## src/rtl/lcd_regbank_pkg.sv

```systemverilog
package lcd_regbank_pkg;

  localparam int DW = 32;

  localparam logic [7:0] OFS_CTRL   = 8'h00;
  localparam logic [7:0] OFS_TIME0  = 8'h04;
  localparam logic [7:0] OFS_TIME1  = 8'h08;
  localparam logic [7:0] OFS_TIME2  = 8'h0C;
  localparam logic [7:0] OFS_STATUS = 8'h10;
  localparam logic [7:0] OFS_SUBPNL = 8'h14;

  localparam logic [DW-1:0] CTRL_KEEP_MASK = 32'h01CF_F300;
  localparam logic [DW-1:0] CTRL_READ_ONES = 32'hFE00_0C34;

  // word registers: timing0, timing1, timing2, sub-panel
  localparam int NWORD = 4;
  localparam logic [NWORD-1:0][DW-1:0] WORD_WMASK = {
    32'hA1FF_FFFF, 32'hFFFF_FFFF, 32'hFFFF_FFFF, 32'hFFFF_FFFF};
  localparam logic [NWORD-1:0][DW-1:0] WORD_RONES = {
    32'h0000_0000, 32'hFC00_0000, 32'h0000_0000, 32'h0000_000F};
  localparam logic [NWORD-1:0][7:0] WORD_OFS = {
    OFS_SUBPNL, OFS_TIME2, OFS_TIME1, OFS_TIME0};

  localparam logic [1:0] MODE_NO_FRAME_DONE = 2'd1;

  typedef struct packed {
    logic [1:0]    mode;
    logic          tft;
    logic [1:0]    irq_en;
    logic          mono;
    logic          run;
    logic [DW-1:0] keep;
  } ctl_t;

  typedef struct packed {
    logic pal;
    logic sync;
    logic frame;
  } flags_t;

endpackage

```

## src/rtl/lcd_ctrl_reg.sv

```systemverilog
module lcd_ctrl_reg
  import lcd_regbank_pkg::*;
(
  input  logic          clk,
  input  logic          rst_n,
  input  logic          wr_sel,
  input  logic [DW-1:0] wdata,
  output ctl_t          ctl,
  output logic          run_rise,
  output logic          run_fall,
  output logic          toggle_q,
  output logic [DW-1:0] rd_word
);

  logic changes;
  assign changes  = wr_sel && (wdata[0] != ctl.run);
  assign run_rise = changes && wdata[0];
  assign run_fall = changes && !wdata[0];

  always_ff @(posedge clk or negedge rst_n) begin
    if (!rst_n) begin
      ctl      <= '0;
      toggle_q <= 1'b0;
    end else begin
      toggle_q <= changes;
      if (wr_sel) begin
        ctl.mode   <= wdata[21:20];
        ctl.tft    <= wdata[7];
        ctl.irq_en <= wdata[4:3];
        ctl.mono   <= wdata[1];
        ctl.run    <= wdata[0];
        ctl.keep   <= wdata & CTRL_KEEP_MASK;
      end
    end
  end

  always_comb begin
    rd_word        = ctl.keep | CTRL_READ_ONES;
    rd_word[23]    = rd_word[23] | ctl.tft;
    rd_word[21:20] = rd_word[21:20] | ctl.mode;
    rd_word[7]     = rd_word[7] | ctl.tft;
    rd_word[4:3]   = rd_word[4:3] | ctl.irq_en;
    rd_word[1]     = rd_word[1] | ctl.mono;
    rd_word[0]     = rd_word[0] | ctl.run;
  end

endmodule

```

## src/rtl/lcd_word_regs.sv

```systemverilog
module lcd_word_regs
  import lcd_regbank_pkg::*;
#(
  parameter int N = NWORD
) (
  input  logic                   clk,
  input  logic                   rst_n,
  input  logic [N-1:0]           wr_sel,
  input  logic [DW-1:0]          wdata,
  output logic [N-1:0][DW-1:0]   rd_word
);

  for (genvar i = 0; i < N; i++) begin : g_word
    logic [DW-1:0] store_q;
    always_ff @(posedge clk or negedge rst_n) begin
      if (!rst_n)         store_q <= '0;
      else if (wr_sel[i]) store_q <= wdata & WORD_WMASK[i];
    end
    assign rd_word[i] = store_q | WORD_RONES[i];
  end

endmodule

```

## src/rtl/lcd_status_flags.sv

```systemverilog
module lcd_status_flags
  import lcd_regbank_pkg::*;
(
  input  logic          clk,
  input  logic          rst_n,
  input  logic          run_rise,
  input  logic          run_fall,
  input  logic [1:0]    new_mode,
  input  logic [1:0]    irq_en,
  input  logic          set_frame,
  input  logic          set_pal,
  input  logic          set_sync,
  output flags_t        flags,
  output logic          irq,
  output logic [DW-1:0] rd_word
);

  flags_t nxt;

  always_comb begin
    nxt.frame = flags.frame | set_frame;
    nxt.pal   = flags.pal | set_pal;
    nxt.sync  = flags.sync | set_sync;
    if (run_fall) begin
      nxt.sync = 1'b0;
      if (new_mode != MODE_NO_FRAME_DONE) nxt.frame = 1'b1;
    end else if (run_rise) begin
      nxt.frame = 1'b0;
      nxt.pal   = 1'b0;
    end
  end

  always_ff @(posedge clk or negedge rst_n) begin
    if (!rst_n) flags <= '0;
    else        flags <= nxt;
  end

  assign irq = (flags.frame && irq_en[0]) || (flags.pal && irq_en[1]) || flags.sync;

  always_comb begin
    rd_word    = '0;
    rd_word[6] = flags.pal;
    rd_word[2] = flags.sync;
    rd_word[0] = flags.frame;
  end

endmodule

```

## src/rtl/lcd_read_mux.sv

```systemverilog
module lcd_read_mux
  import lcd_regbank_pkg::*;
#(
  parameter int N = NWORD
) (
  input  logic                 hit_ctrl,
  input  logic                 hit_status,
  input  logic [N-1:0]         hit_word,
  input  logic [DW-1:0]        ctrl_word,
  input  logic [DW-1:0]        status_word,
  input  logic [N-1:0][DW-1:0] words,
  output logic [DW-1:0]        rdata
);

  always_comb begin
    rdata = '0;
    if (hit_ctrl)   rdata = rdata | ctrl_word;
    if (hit_status) rdata = rdata | status_word;
    for (int i = 0; i < N; i++)
      if (hit_word[i]) rdata = rdata | words[i];
  end

endmodule

```

## src/rtl/lcd_regbank.sv

```systemverilog
module lcd_regbank
  import lcd_regbank_pkg::*;
#(
  parameter int ADDR_W = 8
) (
  input  logic              clk,
  input  logic              rst_n,
  input  logic [ADDR_W-1:0] bus_addr,
  input  logic              bus_we,
  input  logic [31:0]       bus_wdata,
  output logic [31:0]       bus_rdata,
  input  logic              evt_frame_set,
  input  logic              evt_palette_set,
  input  logic              evt_sync_set,
  output logic              irq,
  output logic              run_en,
  output logic              run_toggle
);

  logic             hit_ctrl, hit_status;
  logic [NWORD-1:0] hit_word;
  ctl_t             ctl;
  flags_t           flags;
  logic             run_rise, run_fall;
  logic [DW-1:0]    ctrl_word, status_word;
  logic [NWORD-1:0][DW-1:0] words;

  assign hit_ctrl   = (bus_addr == ADDR_W'(OFS_CTRL));
  assign hit_status = (bus_addr == ADDR_W'(OFS_STATUS));
  for (genvar i = 0; i < NWORD; i++) begin : g_hit
    assign hit_word[i] = (bus_addr == ADDR_W'(WORD_OFS[i]));
  end

  lcd_ctrl_reg u_ctrl (
    .clk      (clk),
    .rst_n    (rst_n),
    .wr_sel   (bus_we && hit_ctrl),
    .wdata    (bus_wdata),
    .ctl      (ctl),
    .run_rise (run_rise),
    .run_fall (run_fall),
    .toggle_q (run_toggle),
    .rd_word  (ctrl_word)
  );

  lcd_word_regs #(.N(NWORD)) u_words (
    .clk     (clk),
    .rst_n   (rst_n),
    .wr_sel  (hit_word & {NWORD{bus_we}}),
    .wdata   (bus_wdata),
    .rd_word (words)
  );

  lcd_status_flags u_flags (
    .clk       (clk),
    .rst_n     (rst_n),
    .run_rise  (run_rise),
    .run_fall  (run_fall),
    .new_mode  (bus_wdata[21:20]),
    .irq_en    (ctl.irq_en),
    .set_frame (evt_frame_set),
    .set_pal   (evt_palette_set),
    .set_sync  (evt_sync_set),
    .flags     (flags),
    .irq       (irq),
    .rd_word   (status_word)
  );

  lcd_read_mux #(.N(NWORD)) u_rmux (
    .hit_ctrl    (hit_ctrl),
    .hit_status  (hit_status),
    .hit_word    (hit_word),
    .ctrl_word   (ctrl_word),
    .status_word (status_word),
    .words       (words),
    .rdata       (bus_rdata)
  );

  assign run_en = ctl.run;

endmodule

```

## config.mk

```make
export PLATFORM = sky130hd
export DESIGN_NAME = lcd_regbank
export DESIGN_NICKNAME = d
export VERILOG_FILES = /design/src/rtl/lcd_regbank_pkg.sv /design/src/rtl/lcd_ctrl_reg.sv /design/src/rtl/lcd_word_regs.sv /design/src/rtl/lcd_status_flags.sv /design/src/rtl/lcd_read_mux.sv /design/src/rtl/lcd_regbank.sv
export SDC_FILE = /design/constraint.sdc
export NUM_CORES = 1
export LEC_CHECK = 0
export ABC_AREA = 1
export BUFFER_PORTS_ARGS = -buffer_cell sky130_fd_sc_hd__buf_2
export CORE_AREA = 2 2 107 109
export CTS_CLUSTER_SIZE = 10
export DETAILED_ROUTE_END_ITERATION = 8
export DIE_AREA = 0 0 109 111
export GPL_TIMING_DRIVEN = 0
export PLACE_DENSITY = 0.81
export SLEW_MARGIN = 20
export SYNTH_ARGS = -nofsm -noshare
export SYNTH_HDL_FRONTEND = slang
export SYNTH_SLANG_ARGS = --single-unit
```

## constraint.sdc

```tcl
create_clock -name clk -period 5.7 [get_ports clk]
set_clock_uncertainty 0.05 [all_clocks]
set_input_delay 1.71 -clock clk [delete_from_list [all_inputs] [get_ports clk]]
set_output_delay 1.71 -clock clk [all_outputs]
set_load 0.03 [all_outputs]
```

==> summary.txt <==
Static Leak: 3.97 nW
CP required: 3940 ps
IO Pins: 81
Synthesized Nets: 832
Post-Route Setup TNS: 0 ps
Yosys reg bits: 137
Share of layout cells above drive strength 1: 21.4%
Ys Warns: 0
DR iter-0 viols: 458
Hold_sp: u_words.g_word[0].store_q[27]
FF/Latch Area: 3430 sq um
Post-detail-place hpwl: 11.3 mm
Syn avg cell area: 8.19 sq um
I/O Buffers: 79
Vias in the first global route: 5483
FILL cells: 880
Slowest CP cell: buf_2
Worst slew margin: 53.9%
Multi-input gate area: 2480 sq um
Max-slew violations: 0
Pin count of the biggest net entering global routing: 77
Crit path cell chain: buf_2 -> nor2_2 -> nand2_2 -> nor2_4 -> buf_2 -> nand2_1 -> nand2_1 -> nor2_1 -> nand2_1 -> buf_2
Post-synth EDFFs: 0
Via/cell ratio: 5.49
Antenna violations before repair: 0
Setup slack after layout: 677 ps
GPL Wtd Cong: 0.835
Routed Antenna Nets: 0
Seq/Total Area, Yosys: 53.3%
CTS Hold Bufs: 0
Num Clock Sinks: 137
Routed vias: 5715
Cells after Synth: 786
Hold WC Path Type: flop to flop
Top cell type's share of synthesized area: 53.3%
Clk slew on worst S/H paths: 50 ps
Post_cts resized: 0
Post-Syn Area: 6440 sq um
Root Driver: clkbuf_16
CTS buffer count: 17
Drt pass-1 iters: 6
Outcome: finished clean
Count leader, synth: nand2_1
Min cycle time layout: 5020 ps
Unique masters post-synth: 28
Final period utilization: 88.1%
Ranking of synthesized cells by area: dfrtp_1 53%, nand2_1 15%, inv_1 4.4%
Number of max-cap violations: 0
Later-pin clock latency in the skew report: 420 ps
Fmax: 199 MHz
H-tree depth: 4
RSZ-0062 raised after global routing: no
Die Ht: 111 um
Flop-to-flop setup slack: 4630 ps
CP Max Fanout: 10
Placed cell count: 1009
Final nets: 931
Critical Setup Path Class: primary input to output port
Die area: 12100 sq um
Setup crit end: bus_rdata[7]
Worst-Margin Slew: 692 ps
Reg2Reg Launch Point: u_ctrl.ctl[32]
First-pass GRT wire length: 27.6 mm
FF-to-FF End: u_flags.flags[0]
Hold Fails Final Rpt: 0
Initial Utilization: 58.1%
Dpl ws: 641 ps
N_diodes: 0
Worst vdd ir: 0.192 mV
Row cnt: 39
Routed wire per std cell: 16.6 um
Arr. time, crit path: 3260 ps
Total grt overflow: 0
Synth Flop Type: dfrtp_1
Crit. End Element: output port
Final WL: 17.3 mm
Non-Filler Instances: 1041
Post-synth top area cell: dfrtp_1
Setup crit start: bus_addr[7]
Startpoint types: primary input
Post-CTS Setup Repair Bufs: 0
Core area: 11100 sq um
Layout area overhead: 19.6%
Endpoints failing setup: 0
Largest stage delay, worst path: 350 ps
Die Wd: 109 um
Top post-synthesis cells by count: 265 x nand2_1, 137 x dfrtp_1, 75 x inv_1
R2r worst-path depth: 5
Drc violations: 0
Post-layout power: 2.39 mW
CTS max path bufs: 2
Asr flop ratio synth: 100%
CTS tree: done
Pwr Density: 310 nW/um^2
Total track usage: 30.4%
cells by family (layout without fill, tap and decap cells):
logic type             after synthesis  in the layout  synth area share (%)
AO/OA/AOI/OAI                      151            151                  13.4
buffers and inverters              117            229                  8.20
AND/OR/NAND/NOR                    381            381                  25.1
flip-flops                         137            137                  53.3
sequential cells by signal, summed over array words and instances, names as in the netlist:
signal and flops:
u_ctrl.ctl 20, u_ctrl.toggle_q 1, u_flags.flags 3, u_words.g_word.store_q 113
layout make-up:
class	instances	share of cell area (%)
Buffer	39	3.04
Clock buffer	19	5.88
Clock inverter	13	2.58
Inverter	78	3.82
Multi-Input combinational cell	532	32.2
Sequential cell	137	44.5
Tap cell	143	2.32
Timing Repair Buffer	80	5.62
critical path: cells and delay by family:
family	cells	cell delay, ps
AND/OR/NAND/NOR	7	890
buffers and inverters	3	660
stage by stage:
step | hold WS (ps) | utilization, % | cell area, sq um
after global placement | 406 | 63.3 | 7010
after detailed placement | 409 | 63.6 | 7050
after global routing | 450 | 69.5 | 7700
after CTS | 423 | 69.5 | 7700
after floorplan | 392 | - | 6440
final | 426 | 69.5 | 7700
how the worst min path moves through the flow:
| stage | endpoint | slack [ps] | cells after the start |
|---|---|---|---|
| detailed placement | u_words.g_word[0].store_q[30] | 410 | 2 |
| global route | u_words.g_word[2].store_q[14] | 450 | 2 |
| finish | u_words.g_word[0].store_q[27] | 430 | 2 |
| CTS | u_words.g_word[0].store_q[30] | 420 | 2 |
| global placement | u_words.g_word[0].store_q[30] | 410 | 2 |
| floorplan | u_words.g_word[0].store_q[26] | 390 | 2 |
metal layers:
layer	vias to the layer above	GRT usage [%]	wire length (um)
li1	2691	-	-
met3	46	6.82	1500
met4	0	13.3	550
met5	-	0	0
met1	2719	40.2	6850
met2	259	47.9	8360
cells in the final DEF, fill, tap and decap left out, types with 3 or more instances in the layout:
| cell type | synthesis | final |
|---|---|---|
| nand2_1 | 265 | 265 |
| nor2_4 | 4 | 4 |
| clkbuf_16 | 0 | 17 |
| o211ai_1 | 4 | 4 |
| nand3_1 | 19 | 19 |
| nor3b_1 | 17 | 17 |
| buf_6 | 6 | 6 |
| nand4_1 | 5 | 5 |
| buf_2 | 27 | 105 |
| nand2_2 | 6 | 6 |
| o21ai_0 | 51 | 51 |
| bufinv_16 | 0 | 5 |
| o21ai_1 | 55 | 55 |
| clkbuf_1 | 3 | 3 |
| clkinv_2 | 1 | 6 |
| dfrtp_1 | 137 | 137 |
| nor2_2 | 4 | 4 |
| nor2_1 | 56 | 56 |
| a21oi_1 | 14 | 14 |
| inv_1 | 75 | 75 |
| a21oi_2 | 24 | 24 |
power breakdown:
group | internal, mW | leakage (nW) | switching (mW)
sequential | 1.03 | 1.85 | 0.0279
clock | 0.795 | 0.319 | 0.405
combinational | 0.0486 | 1.80 | 0.0874
total | 1.87 | 3.97 | 0.520
(Power assumes the default switching activity.)
